$ cat config.mk
export PLATFORM = sky130hd
export DESIGN_NAME = slot_hotplug_regs
export DESIGN_NICKNAME = d
export VERILOG_FILES = /design/src/rtl/hp_pkg.sv /design/src/rtl/hp_lowest_bit.sv /design/src/rtl/hp_seq_ctl.sv /design/src/rtl/hp_read_mux.sv /design/src/rtl/slot_hotplug_regs.sv
export SDC_FILE = /design/constraint.sdc
export NUM_CORES = 1
export LEC_CHECK = 0
export BUFFER_PORTS_ARGS = -buffer_cell sky130_fd_sc_hd__buf_2
export CAP_MARGIN = 25
export CORE_MARGIN = 3
export CORE_UTILIZATION = 48
export CTS_CLUSTER_SIZE = 28
export DETAILED_ROUTE_END_ITERATION = 10
export PLACE_DENSITY = 0.76
export SLEW_MARGIN = 20
export SYNTH_ARGS = -nofsm -noshare
export SYNTH_HDL_FRONTEND = slang
export SYNTH_HIERARCHICAL = 1
export SYNTH_SLANG_ARGS = --single-unit
$ cat constraint.sdc
create_clock -name clk -period 4.65 [get_ports clk]
set_input_delay 0.465 -clock clk [delete_from_list [all_inputs] [get_ports clk]]
set_output_delay 0.465 -clock clk [all_outputs]
set_load 0.005 [all_outputs]
$ cat src/rtl/hp_pkg.sv
package hp_pkg;
  typedef enum logic [1:0] {
    SEQ_IDLE    = 2'd0,
    SEQ_DRAIN   = 2'd1,
    SEQ_REBUILD = 2'd2
  } seq_e;

  // Register index taken from req_addr[3:2]; software decodes these offsets
  typedef enum logic [1:0] {
    RIX_INSERT = 2'd0,
    RIX_REMOVE = 2'd1,
    RIX_EJECT  = 2'd2,
    RIX_CAPMSK = 2'd3
  } reg_ix_e;
endpackage

$ cat src/rtl/hp_lowest_bit.sv
module hp_lowest_bit #(
  parameter int N = 32
) (
  input  logic [N-1:0] vec,
  output logic [N-1:0] onehot,
  output logic         any
);
  logic [N:0] below;

  assign below[0] = 1'b0;
  for (genvar i = 0; i < N; i++) begin : g_chain
    assign below[i+1] = below[i] | vec[i];
    assign onehot[i]  = vec[i] & ~below[i];
  end
  assign any = below[N];
endmodule

$ cat src/rtl/hp_seq_ctl.sv
module hp_seq_ctl (
  input  logic clk,
  input  logic rst_n,
  input  logic plat_reset,
  input  logic pend_any,
  output logic idle,
  output logic drain_fire,
  output logic rebuild_fire
);
  import hp_pkg::*;

  seq_e st_q, st_d;

  always_comb begin
    st_d = st_q;
    unique case (st_q)
      SEQ_IDLE:    if (plat_reset) st_d = SEQ_DRAIN;
      SEQ_DRAIN:   if (!pend_any) st_d = SEQ_REBUILD;
      SEQ_REBUILD: st_d = SEQ_IDLE;
      default:     st_d = SEQ_IDLE;
    endcase
  end

  always_ff @(posedge clk or negedge rst_n) begin
    if (!rst_n) st_q <= SEQ_DRAIN;
    else        st_q <= st_d;
  end

  assign idle         = (st_q == SEQ_IDLE);
  assign drain_fire   = (st_q == SEQ_DRAIN) && pend_any;
  assign rebuild_fire = (st_q == SEQ_REBUILD);
endmodule

$ cat src/rtl/hp_read_mux.sv
module hp_read_mux #(
  parameter int N = 32
) (
  input  logic [1:0]   ix,
  input  logic         full,
  input  logic [N-1:0] present,
  input  logic [N-1:0] capable,
  input  logic [N-1:0] removal,
  output logic [N-1:0] rdata
);
  import hp_pkg::*;

  always_comb begin
    rdata = '0;
    if (full) begin
      unique case (reg_ix_e'(ix))
        RIX_INSERT: rdata = present & capable;
        RIX_REMOVE: rdata = removal;
        RIX_EJECT:  rdata = '0;
        RIX_CAPMSK: rdata = capable;
        default:    rdata = '0;
      endcase
    end
  end
endmodule

$ cat src/rtl/slot_hotplug_regs.sv
module slot_hotplug_regs #(
  parameter int NUM_SLOTS = 32,
  parameter int ADDR_W    = 4
) (
  input  logic                   clk,
  input  logic                   rst_n,
  input  logic                   plat_reset,
  input  logic [NUM_SLOTS-1:0]   slot_occupied,
  input  logic [NUM_SLOTS-1:0]   slot_fixed,
  input  logic [NUM_SLOTS-1:0]   hot_add,
  input  logic [NUM_SLOTS-1:0]   hot_remove,
  input  logic [NUM_SLOTS-1:0]   cold_plug,
  input  logic                   evt_ack,
  input  logic                   req_valid,
  output logic                   req_ready,
  input  logic                   req_write,
  input  logic [ADDR_W-1:0]      req_addr,
  input  logic [NUM_SLOTS/8-1:0] req_be,
  input  logic [NUM_SLOTS-1:0]   req_wdata,
  output logic                   rsp_valid,
  output logic [NUM_SLOTS-1:0]   rsp_rdata,
  output logic [NUM_SLOTS-1:0]   eject_pulse,
  output logic                   evt_pending
);
  import hp_pkg::*;

  localparam int BE_W = NUM_SLOTS / 8;

  logic [NUM_SLOTS-1:0] present_q, cap_q, removal_q;
  logic [NUM_SLOTS-1:0] pick_src, pick_oh, clr_sel, off_mask, rd_word;
  logic                 pick_any, idle, drain_fire, rebuild_fire;
  logic                 accept, full, ej_wr, do_eject;
  logic [1:0]           ix;

  assign accept = req_valid && req_ready;
  assign full   = (req_be == {BE_W{1'b1}}) && (req_addr[1:0] == 2'b00);
  assign ix     = req_addr[3:2];
  assign ej_wr  = accept && req_write && full && (reg_ix_e'(ix) == RIX_EJECT);

  hp_seq_ctl u_seq (
    .clk          (clk),
    .rst_n        (rst_n),
    .plat_reset   (plat_reset),
    .pend_any     (|removal_q),
    .idle         (idle),
    .drain_fire   (drain_fire),
    .rebuild_fire (rebuild_fire)
  );

  assign req_ready = idle;

  // Draining and firmware ejects share one lowest-bit picker
  assign pick_src = drain_fire ? removal_q : req_wdata;

  hp_lowest_bit #(.N(NUM_SLOTS)) u_pick (
    .vec    (pick_src),
    .onehot (pick_oh),
    .any    (pick_any)
  );

  assign do_eject = (drain_fire || ej_wr) && pick_any;
  assign clr_sel  = do_eject ? pick_oh : '0;
  assign off_mask = clr_sel & ~slot_fixed;

  hp_read_mux #(.N(NUM_SLOTS)) u_rd (
    .ix      (ix),
    .full    (full),
    .present (present_q),
    .capable (cap_q),
    .removal (removal_q),
    .rdata   (rd_word)
  );

  always_ff @(posedge clk or negedge rst_n) begin
    if (!rst_n) begin
      present_q   <= '0;
      cap_q       <= '1;
      removal_q   <= '0;
      evt_pending <= 1'b0;
      eject_pulse <= '0;
      rsp_valid   <= 1'b0;
      rsp_rdata   <= '0;
    end else begin
      removal_q   <= (removal_q & ~clr_sel) | hot_remove;
      if (rebuild_fire) begin
        present_q <= slot_occupied;
        cap_q     <= ~slot_fixed;
      end else begin
        present_q <= (present_q & ~off_mask) | hot_add | cold_plug;
      end
      evt_pending <= (evt_pending && !evt_ack) || (|hot_add) || (|hot_remove);
      eject_pulse <= off_mask;
      rsp_valid   <= accept && !req_write;
      rsp_rdata   <= (accept && !req_write) ? rd_word : '0;
    end
  end
endmodule

# ---- Word-level counts from Yosys, hierarchy flattened
# Cells that the tools add are included.
dict set report op_classes {
  mux 9
  reduce_logical 21
  bitwise 103
  n_eq_ne 8
}
# cell n
set op_table {}
lappend op_table {{32-bit 2-to-1 mux} 5}
lappend op_table {{32-bit AND} 4}
lappend op_table {{32-bit one-hot mux with 4 select lines} 1}
lappend op_table {{32-bit inverter} 3}
lappend op_table {{32-bit OR} 3}
lappend op_table {{32-bit OR reduction} 3}
lappend op_table {{1-bit AND} 31}
lappend op_table {{1-bit inverter} 31}
lappend op_table {{1-bit OR} 31}
lappend op_table {{1-bit logical AND} 9}
lappend op_table {{2-bit equality test (second input constant)} 3}
lappend op_table {{2-bit zero test} 3}
lappend op_table {{2-bit by 1-bit equality test with 1-bit output (second input constant)} 2}
lappend op_table {{4-bit equality test (second input constant)} 1}
lappend op_table {{2-bit 2-to-1 mux} 2}
lappend op_table {{2-bit inequality test (second input constant)} 2}
lappend op_table {{2-bit one-hot mux with 2 select lines} 1}
lappend op_table {{1-bit logical OR} 3}
lappend op_table {{1-bit zero test} 2}
lappend op_table {{2-bit AND reduction} 1}
dict set report word_totals {
  word_cells 149
  register_bits 164
  in_bits 206
  output_inout_bits 67
}

# ---- Longest topological paths before layout
dict set report logic_depth {
  ltp_word 42
  ltp_mapped 16
  mapped_depth_nobuf 12
}

# ---- By module
# Netlist, hierarchy kept.
# module cells_each seq_area_each_um2 area_per_inst_um2 instances
set modules_own_cells {}
lappend modules_own_cells {slot_hotplug_regs 651 4093.9 6819.0 1}
lappend modules_own_cells {hp_read_mux 146 0.0 1184.9 1}
lappend modules_own_cells {hp_lowest_bit 76 0.0 462.9 1}
lappend modules_own_cells {hp_seq_ctl 8 51.3 95.1 1}

# ---- Worst setup path before layout
# No wires, ideal clock.
dict set report synth_timing {
  kind {register to output}
  from {register u_seq.st_q[0]}
  to {output req_ready}
  n_path_buf 0
  path_stages_with_launch 2
  required_time_ns 4.185
  slack_ns 3.597
  t_arrival_ns 0.588
  cell_sequence {dfstp_2 -> nor2_1}
}
dict set report synth_between {
  elab_chain_cells 1
}
# element line_no
set synth_rtl {}
lappend synth_rtl {{from (decl)} hp_seq_ctl.sv:12} ;# seq_e st_q, st_d;
lappend synth_rtl {{from (signal assigned)} hp_seq_ctl.sv:26} ;# else st_q <= st_d;
lappend synth_rtl {{2-bit zero test} hp_seq_ctl.sv:29} ;# assign idle = (st_q == SEQ_IDLE);
lappend synth_rtl {{to (decl)} slot_hotplug_regs.sv:15} ;# output logic req_ready,
# Every way passes these cells.

==> results_dict.tcl <==
set metrics [dict create \
    cts_tree "built" \
    route.detailed.drc 0 \
    fmax_ghz 0.2341 \
    grt_pass1_wl_um 42460 \
    antenna_found_initial 2 \
    synthesis.instances 881 \
    first_iter_violations 772 \
    finalSetupViolCount 0 \
    cp-start-kind "flop" \
    yosysMostFrequentCell "dfrtp_1" \
    seq_area_frac_synth_pct 48.41 \
    viasPerCell 5.691 \
    cap_violations 0 \
    die_w_um 139.6 \
    grtUsageTotal_pct 27.94 \
    holdCritPathClass "input port to asynchronous set/reset pin" \
    syn_area_per_cell_um2 9.718 \
    synth_edf_count 0 \
    leakage_nw 5.256 \
    postRouteAntennaNets 0 \
    crit_type "flop to flop" \
    synthTopCellsByCount "dfrtp_1 (131), nor2_1 (106), nand2_1 (72), inv_1 (71), nor4_1 (36)" \
    grt_max_degree 95 \
    dieArea_mm2 0.01948 \
    cts_buffers 17 \
    timing_hold_violations_final 0 \
    rsz0062_at_grt "no" \
    area_growth_pct 24.78 \
    post_cts_buffers 0 \
    fin_area_mm2 0.01068 \
    finalCriticalPeriod_ps 4271 \
    worstMarginPinSlew_ps 1038 \
    rows 48 \
    multiInputGateArea_mm2 0.003880 \
    ys_ff_latch 164 \
    chipHeight_um 139.6 \
    clock-sinks 164 \
    synth.largest_area_cell "dfrtp_1" \
    final_net_count 1345 \
    place_area_mm2 0.01003 \
    synth.cell_area_mm2 0.008562 \
    synth_flop_cell "dfrtp_1" \
    ys_warn_count 6 \
    initial_core_util_pct 49.33 \
    slew_violations 0 \
    cp_max_fo 28 \
    dpl.hpwl_um 20100 \
    cts_buffer_depth 2 \
    fin_setup_tns_ps 0 \
    end_kind "flop" \
    layout-drive-gt1-share_pct 37.41 \
    arrival_ps 4570 \
    status "finished clean" \
    wl_um 27780 \
    relSlewSlack_pct 30.70 \
    ys_top_cells_by_area "dfrtp_1 (38%), dfstp_2 (10%), o32ai_2 (5.7%)" \
    worstPathRequired_ps 4950 \
    max-vdd-ir-drop_uv 255.2 \
    port_buffers 272 \
    grt_pass1_vias 7687 \
    hold_slack_ps 119.6 \
    yosysUniqueCellTypes 47 \
    pin_count 273 \
    synth_nets 1087 \
    wl_per_cell_um 20.16 \
    power_density_mw_per_mm2 287.0 \
    insertion_delay_ps 430 \
    first_pass_iters 5 \
    period_share_pct 91.86 \
    cts_max_level 4 \
    coreArea_mm2 0.01736 \
    grt_overflow 0 \
    gp_congestion 0.9025 \
    register_area_mm2 0.004145 \
    fin_util_pct 61.56 \
    synthArstFlopShare_pct 100.0 \
    cts.reportedPaths.clkPinSlew_ps 60 \
    synth_top_area_share_pct 38.29 \
    clockRootBuffer "clkbuf_16" \
    vias 7842 \
    fillers 1471 \
    fin_skew_ps 10.80 \
]
[registers in the layout, indices dropped and copies added, names as in the netlist]
name	flops
cap_q	32
eject_pulse	32
evt_pending	1
present_q	32
removal_q	32
rsp_rdata	32
rsp_valid	1
u_seq/st_q	2
[timing repair]
| item | in CTS | in global routing |
|---|---|---|
| endpoints found under the setup margin | 0 | 88 |
| gates resized for setup | 0 | 3 |
| hold buffers | 0 | 0 |
[area by class of cell]
class	instances	share of cell area (%)
Antenna cell	1	0.02342
Clock buffer	20	4.275
Clock inverter	12	1.124
Inverter	72	2.530
Multi-Input combinational cell	596	36.32
Sequential cell	164	38.80
Tap cell	225	2.635
Timing Repair Buffer	288	14.30
[per-stage QoR]
| step | total power [W] | std cells | setup slack [ps] |
|---|---|---|---|
| 5_1_grt | 0.003157 | 1378 | 106.8 |
| 6_report | 0.003067 | 1378 | 378.7 |
| 2_1_floorplan | 0.001544 | 881 | 859.9 |
| 4_1_cts | 0.003070 | 1375 | 159.8 |
| 3_3_place_gp | 0.001699 | 1343 | 297.0 |
| 3_5_place_dp | 0.001700 | 1343 | 170.9 |
[final timing paths]
| kind | slack [ps] | to | cells after the start | startpoint |
|---|---|---|---|---|
| max | 380 | eject_pulse[29] | 13 | removal_q[6] |
| min in group clk | 180 | cap_q[24] | 2 | slot_fixed[24] |
| max in group asynchronous | 3420 | cap_q[6] | 2 | rst_n |
| max reg2reg | 380 | eject_pulse[29] | 13 | removal_q[6] |
| min | 120 | eject_pulse[2] | 1 | rst_n |
| min reg2reg | 470 | u_seq/st_q[0] | 1 | u_seq/st_q[1] |
[report_power, final]
group	internal [W]	total, W	leakage, nW	switching (W)
Combinational	0.000103	0.000236	3.14	0.000133
Clock	0.000774	0.00139	0.278	0.000613
Sequential	0.00144	0.00144	1.84	0.00000770
[worst max-delay path, cell delays in order, from the launching register on]
cell and delay (ps):
dfrtp_1 440, nor4_2 380, nand4_1 170, or2_2 340, and3b_4 330, mux2_2 350
nor3_2 380, nand3b_1 280, or4_1 600, nand4b_1 130, nor2_1 70, a22oi_2 170
buf_4 370, nor2_1 120
[cell usage in the layout (no fill, tap or decap), drive strengths merged, types with 33 or more instances in the layout]
cell | netlist | layout
nand2 | 72 | 72
nor2 | 106 | 106
and2 | 33 | 33
dfstp | 33 | 33
buf | 31 | 288
nand2b | 34 | 34
nor4 | 38 | 38
inv | 72 | 75
dfrtp | 131 | 131
a31oi | 33 | 33
[cell families after synthesis]
family	count (synthesis)	synth area share, %
flops	164	48.41
compound gates	163	14.58
buf+inv	121	6.649
mux	64	7.950
simple gates	369	22.40
[routing by layer]
metal	up-vias	GRT usage (%)	part of all wire, %
met1	3803	38.25	43
met3	59	6.014	7.4
met5	-	0	0.025
li1	3628	-	-
met2	350	43.97	47
met4	2	10.56	2.7
No activity file was read; power rests on OpenSTA's default activity.
